$ cat src/rtl/rail_fault_pkg.sv
package rail_fault_pkg;

  localparam int DATA_W      = 8;
  localparam int ADDR_W      = 5;
  localparam int NUM_BUCK    = 5;
  localparam int NUM_LIN     = 3;
  localparam int NUM_LIN_AON = NUM_LIN + 1;
  localparam int NUM_BANKS   = 7;
  localparam int PWRUP_BIT   = 3;

  // bank order: 0 power-up, 1..3 switcher ilim/uv/ov, 4..6 linear ilim/uv/ov
  typedef logic [DATA_W-1:0] lane_t;

  function automatic lane_t low_ones(input int n);
    return lane_t'((1 << n) - 1);
  endfunction

  function automatic lane_t bank_valid(input int b);
    lane_t v;
    case (b)
      0:       v = lane_t'(1 << PWRUP_BIT);
      1, 2, 3: v = low_ones(NUM_BUCK);
      4:       v = low_ones(NUM_LIN);
      default: v = low_ones(NUM_LIN_AON);
    endcase
    return v;
  endfunction

  function automatic lane_t bank_mask_rst(input int b);
    return (b == 0) ? lane_t'(0) : bank_valid(b);
  endfunction

  function automatic logic [ADDR_W-1:0] bank_base(input int b);
    return (b == 0) ? '0 : ADDR_W'(3 * b - 1);
  endfunction

endpackage

$ cat src/rtl/rail_fault_bank.sv
module rail_fault_bank #(
  parameter int              W        = 8,
  parameter logic [W-1:0]    VALID    = '1,
  parameter logic [W-1:0]    MASK_RST = '1
) (
  input  logic         clk,
  input  logic         rst_n,
  input  logic [W-1:0] evt_i,
  input  logic         wr_stat_i,
  input  logic         wr_mask_i,
  input  logic [W-1:0] wdata_i,
  output logic [W-1:0] stat_o,
  output logic [W-1:0] mask_o,
  output logic         pend_o
);

  logic [W-1:0] stat_q, stat_d;
  logic [W-1:0] mask_q, mask_d;
  logic         stat_en, mask_en;

  // next state: clear first, event last so a same-cycle event survives
  always_comb begin
    stat_en = wr_stat_i | (|(evt_i & VALID));
    stat_d  = stat_q;
    if (wr_stat_i) begin
      stat_d = stat_d & ~wdata_i;
    end
    stat_d  = (stat_d | evt_i) & VALID;
    mask_en = wr_mask_i;
    mask_d  = wdata_i & VALID;
  end

  always_ff @(posedge clk or negedge rst_n) begin
    if (!rst_n) begin
      stat_q <= '0;
    end else if (stat_en) begin
      stat_q <= stat_d;
    end
  end

  always_ff @(posedge clk or negedge rst_n) begin
    if (!rst_n) begin
      mask_q <= MASK_RST;
    end else if (mask_en) begin
      mask_q <= mask_d;
    end
  end

  assign stat_o = stat_q;
  assign mask_o = mask_q;
  assign pend_o = |(stat_q & ~mask_q);

endmodule

$ cat src/rtl/rail_fault_regmux.sv
module rail_fault_regmux
  import rail_fault_pkg::*;
#(
  parameter int NB = NUM_BANKS
) (
  input  logic [ADDR_W-1:0]          addr_i,
  input  logic                       wr_i,
  input  logic [NB-1:0][DATA_W-1:0]  stat_i,
  input  logic [NB-1:0][DATA_W-1:0]  mask_i,
  input  logic [NB-1:1][DATA_W-1:0]  sense_i,
  output logic [NB-1:0]              wr_stat_o,
  output logic [NB-1:0]              wr_mask_o,
  output logic [DATA_W-1:0]          rdata_o
);

  always_comb begin
    logic [ADDR_W-1:0] base;
    wr_stat_o = '0;
    wr_mask_o = '0;
    rdata_o   = '0;
    for (int b = 0; b < NB; b++) begin
      base = bank_base(b);
      if (addr_i == base) begin
        wr_stat_o[b] = wr_i;
        rdata_o      = stat_i[b];
      end
      if (addr_i == base + ADDR_W'(1)) begin
        wr_mask_o[b] = wr_i;
        rdata_o      = mask_i[b];
      end
      if (b > 0 && addr_i == base + ADDR_W'(2)) begin
        rdata_o = sense_i[(b > 0) ? b : 1] & bank_valid(b);
      end
    end
  end

endmodule

$ cat src/rtl/rail_irq_drive.sv
module rail_irq_drive #(
  parameter int NB = 7
) (
  input  logic          clk,
  input  logic          rst_n,
  input  logic [NB-1:0] pend_i,
  output logic          irq_n_o
);

  logic irq_n_q, irq_n_d;

  always_comb begin
    irq_n_d = ~(|pend_i);
  end

  always_ff @(posedge clk or negedge rst_n) begin
    if (!rst_n) begin
      irq_n_q <= 1'b1;
    end else begin
      irq_n_q <= irq_n_d;
    end
  end

  assign irq_n_o = irq_n_q;

endmodule

$ cat src/rtl/rail_fault_irq.sv
module rail_fault_irq
  import rail_fault_pkg::*;
(
  input  logic                   clk,
  input  logic                   rst_n,
  input  logic [ADDR_W-1:0]      reg_addr,
  input  logic                   reg_wr,
  input  logic [DATA_W-1:0]      reg_wdata,
  output logic [DATA_W-1:0]      reg_rdata,
  input  logic                   pwrup_done_evt,
  input  logic [NUM_BUCK-1:0]    buck_ilim_evt,
  input  logic [NUM_BUCK-1:0]    buck_uv_evt,
  input  logic [NUM_BUCK-1:0]    buck_ov_evt,
  input  logic [NUM_LIN-1:0]     lin_ilim_evt,
  input  logic [NUM_LIN_AON-1:0] lin_uv_evt,
  input  logic [NUM_LIN_AON-1:0] lin_ov_evt,
  input  logic [NUM_BUCK-1:0]    buck_ilim_lvl,
  input  logic [NUM_BUCK-1:0]    buck_uv_lvl,
  input  logic [NUM_BUCK-1:0]    buck_ov_lvl,
  input  logic [NUM_LIN-1:0]     lin_ilim_lvl,
  input  logic [NUM_LIN_AON-1:0] lin_uv_lvl,
  input  logic [NUM_LIN_AON-1:0] lin_ov_lvl,
  output logic                   irq_n
);

  localparam int NB = NUM_BANKS;

  logic [1:0]                rst_sync_q;
  logic                      rst_q_n;
  logic [NB-1:0][DATA_W-1:0] evt8;
  logic [NB-1:0][DATA_W-1:0] stat8;
  logic [NB-1:0][DATA_W-1:0] mask8;
  logic [NB-1:1][DATA_W-1:0] sense8;
  logic [NB-1:0]             wr_stat, wr_mask, pend;

  // asynchronous assertion, synchronous release
  always_ff @(posedge clk or negedge rst_n) begin
    if (!rst_n) begin
      rst_sync_q <= '0;
    end else begin
      rst_sync_q <= {rst_sync_q[0], 1'b1};
    end
  end
  assign rst_q_n = rst_sync_q[1];

  always_comb begin
    evt8                     = '0;
    evt8[0][PWRUP_BIT]       = pwrup_done_evt;
    evt8[1][NUM_BUCK-1:0]    = buck_ilim_evt;
    evt8[2][NUM_BUCK-1:0]    = buck_uv_evt;
    evt8[3][NUM_BUCK-1:0]    = buck_ov_evt;
    evt8[4][NUM_LIN-1:0]     = lin_ilim_evt;
    evt8[5][NUM_LIN_AON-1:0] = lin_uv_evt;
    evt8[6][NUM_LIN_AON-1:0] = lin_ov_evt;
  end

  always_comb begin
    sense8                     = '0;
    sense8[1][NUM_BUCK-1:0]    = buck_ilim_lvl;
    sense8[2][NUM_BUCK-1:0]    = buck_uv_lvl;
    sense8[3][NUM_BUCK-1:0]    = buck_ov_lvl;
    sense8[4][NUM_LIN-1:0]     = lin_ilim_lvl;
    sense8[5][NUM_LIN_AON-1:0] = lin_uv_lvl;
    sense8[6][NUM_LIN_AON-1:0] = lin_ov_lvl;
  end

  for (genvar b = 0; b < NB; b++) begin : g_bank
    rail_fault_bank #(
      .W        (DATA_W),
      .VALID    (bank_valid(b)),
      .MASK_RST (bank_mask_rst(b))
    ) u_bank (
      .clk       (clk),
      .rst_n     (rst_q_n),
      .evt_i     (evt8[b]),
      .wr_stat_i (wr_stat[b]),
      .wr_mask_i (wr_mask[b]),
      .wdata_i   (reg_wdata),
      .stat_o    (stat8[b]),
      .mask_o    (mask8[b]),
      .pend_o    (pend[b])
    );
  end

  rail_fault_regmux #(.NB(NB)) u_regmux (
    .addr_i    (reg_addr),
    .wr_i      (reg_wr),
    .stat_i    (stat8),
    .mask_i    (mask8),
    .sense_i   (sense8),
    .wr_stat_o (wr_stat),
    .wr_mask_o (wr_mask),
    .rdata_o   (reg_rdata)
  );

  rail_irq_drive #(.NB(NB)) u_irq (
    .clk     (clk),
    .rst_n   (rst_q_n),
    .pend_i  (pend),
    .irq_n_o (irq_n)
  );

endmodule

$ cat config.mk
export PLATFORM = sky130hd
export DESIGN_NAME = rail_fault_irq
export DESIGN_NICKNAME = d
export VERILOG_FILES = /design/src/rtl/rail_fault_pkg.sv /design/src/rtl/rail_fault_bank.sv /design/src/rtl/rail_fault_regmux.sv /design/src/rtl/rail_irq_drive.sv /design/src/rtl/rail_fault_irq.sv
export SDC_FILE = /design/constraint.sdc
export NUM_CORES = 1
export LEC_CHECK = 0
export BUFFER_PORTS_ARGS = -buffer_cell sky130_fd_sc_hd__buf_2
export CAP_MARGIN = 20
export CORE_ASPECT_RATIO = 1.4
export CORE_MARGIN = 2
export CORE_UTILIZATION = 50
export CTS_CLUSTER_DIAMETER = 30
export DETAILED_ROUTE_END_ITERATION = 8
export PLACE_DENSITY = 0.72
export SLEW_MARGIN = 10
export SYNTH_ARGS = -nofsm -noshare
export SYNTH_HDL_FRONTEND = slang
export SYNTH_SLANG_ARGS = --single-unit
$ cat constraint.sdc
create_clock -name clk -period 3 [get_ports clk]
set_input_delay 0.45 -clock clk [delete_from_list [all_inputs] [get_ports clk]]
set_output_delay 0.45 -clock clk [all_outputs]
set_load 0.05 [all_outputs]
* Word-level counts from Yosys, hierarchy flattened
Cells that the tools add are included.
Cells by class: eq/ne operators 19, mux-type cells 47, bitwise gates (word level) 43, reduce and logical (&&, ||, !) cells 8
Operator list (count):
- 8-bit 2-to-1 mux | 25
- 56-bit OR reduction | 1
- 5-bit by 8-bit bitwise AND with 8-bit output | 6
- 4-bit by 8-bit bitwise AND with 8-bit output | 5
- 5-bit by 4-bit equality test with 1-bit output (second input constant) | 8
- 4-bit NOT with 8-bit output | 3
- 5-bit NOT with 8-bit output | 3
- 5-bit by 3-bit equality test with 1-bit output (second input constant) | 4
- 5-bit equality test (second input constant) | 4
- 3-bit by 8-bit bitwise AND with 8-bit output | 2
- 4-bit 2-to-1 mux | 4
- 5-bit bitwise AND | 3
- 5-bit 2-to-1 mux | 3
- 5-bit bitwise OR | 3
- 5-bit OR reduction | 3
- 1-bit 2-to-1 mux | 14
- 4-bit bitwise AND | 3
- 4-bit bitwise OR | 3
- 5-bit by 2-bit equality test with 1-bit output (second input constant) | 2
- 3-bit NOT with 8-bit output | 1
- 4-bit OR reduction | 2
- 1-bit bitwise OR | 7
- 5-bit by 1-bit equality test with 1-bit output (second input constant) | 1
- 5-bit logical NOT | 1
- 6 further kinds | 6
Storage, ports and cells: flip-flop bits (word level) 57, bits of input ports 69, output and inout port bits 9, logic and storage cells 133

* Longest topological paths before layout
depth after elaboration 21, mapped depth 7, mapped depth without buffers 5

* By module
A second synthesis with hierarchy kept.
Unflattened totals: cells, all modules 537, area, all modules 4652.0 um^2
By module, submodules not included:
- rail_fault_regmux | times used 1, cells an instance 282, area an instance 1894.3 um^2, sequential area each 0.0 um^2
- rail_fault_bank at g_bank[1].u_bank ... | times used 3, cells an instance 43, area an instance 452.9 um^2, sequential area each 256.5 um^2
- rail_fault_bank at g_bank[5].u_bank ... | times used 2, cells an instance 34, area an instance 390.4 um^2, sequential area each 205.2 um^2
- rail_fault_bank at g_bank[4].u_bank | times used 1, cells an instance 30, area an instance 322.8 um^2, sequential area each 153.9 um^2
- rail_fault_bank at g_bank[0].u_bank | times used 1, cells an instance 21, area an instance 191.4 um^2, sequential area each 50.0 um^2
- rail_fault_irq | times used 1, cells an instance 4, area an instance 57.6 um^2, sequential area each 50.0 um^2
- rail_irq_drive | times used 1, cells an instance 3, area an instance 46.3 um^2, sequential area each 26.3 um^2

* Worst setup path before layout
No wires, ideal clock.
kind input to output, start in reg_addr[1], end out reg_rdata[4], arrival time 2270 ps, data required time 2550 ps, setup slack 280 ps, stages on the path 7, buffers on the path 3, cell sequence buf_6 buf_6 buf_4 mux2i_1 o221ai_1 a21oi_1 nor3_1
Between the ends: cells in the longest elaborated chain, start to end 19, elaborated cells on any way between the ends 36, those cells by class eq/ne (18); mux (18)
Ends and longest elaborated chain:
- start: declaration | line rail_fault_irq.sv:6 | input logic [ADDR_W-1:0] reg_addr,
- 5-bit by 2-bit equality test with 1-bit output
- 8-bit 2-to-1 mux | line rail_fault_regmux.sv:23 | if (addr_i == base) begin
- 8-bit 2-to-1 mux | line rail_fault_regmux.sv:27 | if (addr_i == base + ADDR_W'(1)) begin
- 8-bit 2-to-1 mux | line rail_fault_regmux.sv:31 | if (b > 0 && addr_i == base + ADDR_W'(2)) begin
- 8-bit 2-to-1 mux | line rail_fault_regmux.sv:23
- 8-bit 2-to-1 mux | line rail_fault_regmux.sv:27
- 8-bit 2-to-1 mux | line rail_fault_regmux.sv:31
- 8-bit 2-to-1 mux | line rail_fault_regmux.sv:23
- [3 not listed]
- 8-bit 2-to-1 mux | line rail_fault_regmux.sv:27
- 8-bit 2-to-1 mux | line rail_fault_regmux.sv:31
- 8-bit 2-to-1 mux | line rail_fault_regmux.sv:23
- 8-bit 2-to-1 mux | line rail_fault_regmux.sv:27
- 8-bit 2-to-1 mux | line rail_fault_regmux.sv:31
- 8-bit 2-to-1 mux | line rail_fault_regmux.sv:23
- 8-bit 2-to-1 mux | line rail_fault_regmux.sv:27
- 8-bit 2-to-1 mux * | line rail_fault_regmux.sv:31
- end: declaration | line rail_fault_irq.sv:9 | output logic [DATA_W-1:0] reg_rdata,
Mark *: on every way between the ends. The rest lies on a longest branch, timed or not.

* Worst setup path after layout
start in reg_addr[1], end out reg_rdata[1]
Between the ends: cells in the longest elaborated chain, start to end 20, elaborated cells on any way between the ends 38, those cells by class eq/ne (19); mux (19)
Ends and longest elaborated chain (line):
- 5-bit by 1-bit equality test with 1-bit output | rail_fault_regmux.sv:27
- 8-bit 2-to-1 mux | rail_fault_regmux.sv:27
- 8-bit 2-to-1 mux | rail_fault_regmux.sv:23
- 8-bit 2-to-1 mux | rail_fault_regmux.sv:27
- 8-bit 2-to-1 mux | rail_fault_regmux.sv:31
- 8-bit 2-to-1 mux | rail_fault_regmux.sv:23
- 8-bit 2-to-1 mux | rail_fault_regmux.sv:27
- 8-bit 2-to-1 mux | rail_fault_regmux.sv:31
- [4 not listed]
- 8-bit 2-to-1 mux | rail_fault_regmux.sv:27
- 8-bit 2-to-1 mux | rail_fault_regmux.sv:31
- 8-bit 2-to-1 mux | rail_fault_regmux.sv:23
- 8-bit 2-to-1 mux | rail_fault_regmux.sv:27
- 8-bit 2-to-1 mux | rail_fault_regmux.sv:31
- 8-bit 2-to-1 mux | rail_fault_regmux.sv:23
- 8-bit 2-to-1 mux | rail_fault_regmux.sv:27
- 8-bit 2-to-1 mux * | rail_fault_regmux.sv:31
Marks and branches as above.

==> flow_summary.ini <==
[run_status]
status = finished, final reports clean

[timing]
hold_viol = 0
timing.final.crit_share_pct = 90.3
fin_skew_ns = 0.00690
rsz0062_at_grt = false
period_needed_ns = 2.71
worst_hold_slack_ns = 0.231
setup_tns_ns = 0
maxSlewHeadroom_pct = 47.4
setup_violations = 0
fin_ws_ns = 0.292
max_freq_mhz = 369
drv_slew = 0
tightest_slew_ns = 0.786

[critical_path]
crit_required_ns = 2.55
cp_max_fo = 21
worst-setup-path-type = in2out
crit_arrival_ns = 2.26
cp-end-kind = output port
crit_start = reg_addr[1]
startpoint_type = primary input
rr_startpoint = g_bank[3].u_bank.mask_o[1]$_DFFE_PN1P_

[detailed_routing]
first_pass_iters = 5
drt_iter0_markers = 295
wl_um = 11000
drc = 0
postRouteAntennaNets = 0
viasPerCell = 5.95
via_count = 3218
wl_per_cell_um = 20.3

[cells_and_area]
instances_no_fill = 541
areaGrowthSynthToFinish_pct = 20.2
nNetsFinal = 510
post-route-util_pct = 61.4
drive_gt1_share_pct = 38.1
antenna-diode-count = 0

[yosys]
synth.top_cells.by_count = dfrtp_1 (30), nand2_1 (29), a21o_1 (28)
async_reset_ff_share_pct = 100
synth_ff_type = dfrtp_1
synth_top_area_share_pct = 21.3
syn_area_um2 = 3520
synth_seq_cells = 57
avgSynthCellArea_um2 = 9.57
ys_warn_count = 0
synth_edf_count = 0
synth_area_leaders = dfrtp_1 (21%), dfstp_2 (20%), mux2_2 (7.4%)
ys_seq_area_share_pct = 41.5
syn_inst = 368
yosysMostFrequentCell = dfrtp_1
synth_cell_type_count = 61
synth_top_cell_by_area = dfrtp_1

[clock_tree]
insertion_delay_ns = 0.35
max-clock-path-buffers = 2
htree_levels = 3
clkTransAtPathRegs_ns = 0.07
cts_setup_buffers = 0
clock-sinks = 57
cts_buffers = 9
cts_root_buffer = clkbuf_8
cts_tree = yes

[global_routing]
use_met3_pct = 5.81
grt_pass1_wl_um = 17100
top_usage_layer = met2
antenna_found_initial = 0
grt_overflow = 0
grt_util_met1_pct = 39.5
grt_use_total_pct = 31.1
grt_pass1_vias = 3168
grtUsageMet2_pct = 49.9
grt_max_degree = 37

[place]
placed_cells = 524
dp_slack_ns = 0.326
numPortBuffers = 71
dp_hpwl_um = 8020
routabilityCongestion = 0.976

[pwr]
ir_worst_vdd_mv = 0.350
p_leak_uw = 0.00179
powerDensity_nw_per_um2 = 551

[floorplan]
die_x_um = 74.9
die_y_um = 103
core_area_um2 = 6890
initial_core_util_pct = 51.1
dieArea_um2 = 7740
io_pins = 78
fp-row-count = 36

[worst_hold_path]
hp-class = reg2async

[run]
cap_violations = 0
-- state kept, by name, indices dropped and copies added (netlist names) --
name / count
g_bank.u_bank.mask_o: 27
g_bank.u_bank.stat_o: 27
rst_sync_q: 2
u_irq.irq_n_o: 1
-- timing repair --
action,in CTS,in global routing
hold buffers,1,0
resized for setup,0,0
endpoints found under the hold margin,2,0
-- critical path, stage by stage --
cell     delay, ns
buf_2         0.35
buf_4         0.26
or3b_2        0.45
a21oi_1       0.17
a41oi_1       0.07
o22ai_1       0.17
a32oi_1       0.09
buf_2         0.24
-- cell families after synthesis --
kind of cell	count (synthesis)	synth area share [%]
AOI/OAI and AO/OA	105	21.4
buffers and inverters	53	7.25
DFF	57	41.5
muxes	36	12.3
other	2	0.213
and+or+nand+nor	115	17.4
-- worst paths after layout --
check | slack (ns) | endpoint | depth (start not counted)
setup / recovery | 0.29 | reg_rdata[1] | 8
hold / removal | 0.23 | g_bank[5].u_bank.stat_o[1]$_DFFE_PN0P_ | 0
setup reg to reg | 1.06 | u_irq.irq_n_o$_DFF_PN1_ | 4
hold reg to reg | 0.23 | g_bank[5].u_bank.stat_o[1]$_DFFE_PN0P_ | 0
max in group asynchronous | 1.89 | g_bank[3].u_bank.mask_o[2]$_DFFE_PN1P_ | 1
min in group clk | 0.27 | g_bank[4].u_bank.stat_o[0]$_DFFE_PN0P_ | 2
-- cell type report --
class	instances	area [µm²]
clock buffer	10	128
timing repair buffer	85	475
sequential	57	1460
fill	641	2660
multi-input combinational	260	1810
tap	95	119
inverter	28	105
clock inverter	6	130
-- metrics by stage --
step	total power [µW]	instance area, µm²
4_1_cts	2340	4230
5_1_grt	2420	4230
3_3_place_gp	1370	3970
3_5_place_dp	1380	3970
2_1_floorplan	1240	3530
6_report	2330	4230
-- per-layer routing --
layer  up-vias  wire length [µm]
li1       1469                 -
met1      1538              4240
met2       166              5500
met3        45               779
met4         0               451
met5         -                 0
-- power breakdown --
group          internal, µW  switching (µW)
Sequential              900            67.3
Combinational           175             238
Clock                   633             321
Total                  1710             626
-- layout by cell type, fill, tap and decap left out, types with 3 or more instances in the layout --
| master | n |
|---|---|
| o22ai_1 | 13 |
| a22oi_1 | 4 |
| bufinv_16 | 4 |
| dfrtp_1 | 29 |
| o211ai_1 | 8 |
| buf_2 | 71 |
| nand2b_1 | 9 |
| mux4_2 | 3 |
| a21oi_1 | 9 |
| dfstp_2 | 27 |
| a221oi_1 | 3 |
| buf_4 | 12 |
| conb_1 | 4 |
| nand3_1 | 22 |
| a211oi_1 | 3 |
| nand2_1 | 29 |
| nor2_1 | 15 |
| inv_1 | 27 |
| a21o_1 | 28 |
| nor4_1 | 5 |
| mux2i_1 | 9 |
| mux2_2 | 23 |
| and2_1 | 5 |
| nor3_1 | 6 |
| o21ai_1 | 3 |
| a31oi_1 | 3 |
| nor2b_1 | 5 |
| o21ai_0 | 12 |
| clkbuf_8 | 9 |
Power figures use the tool's default switching activity.
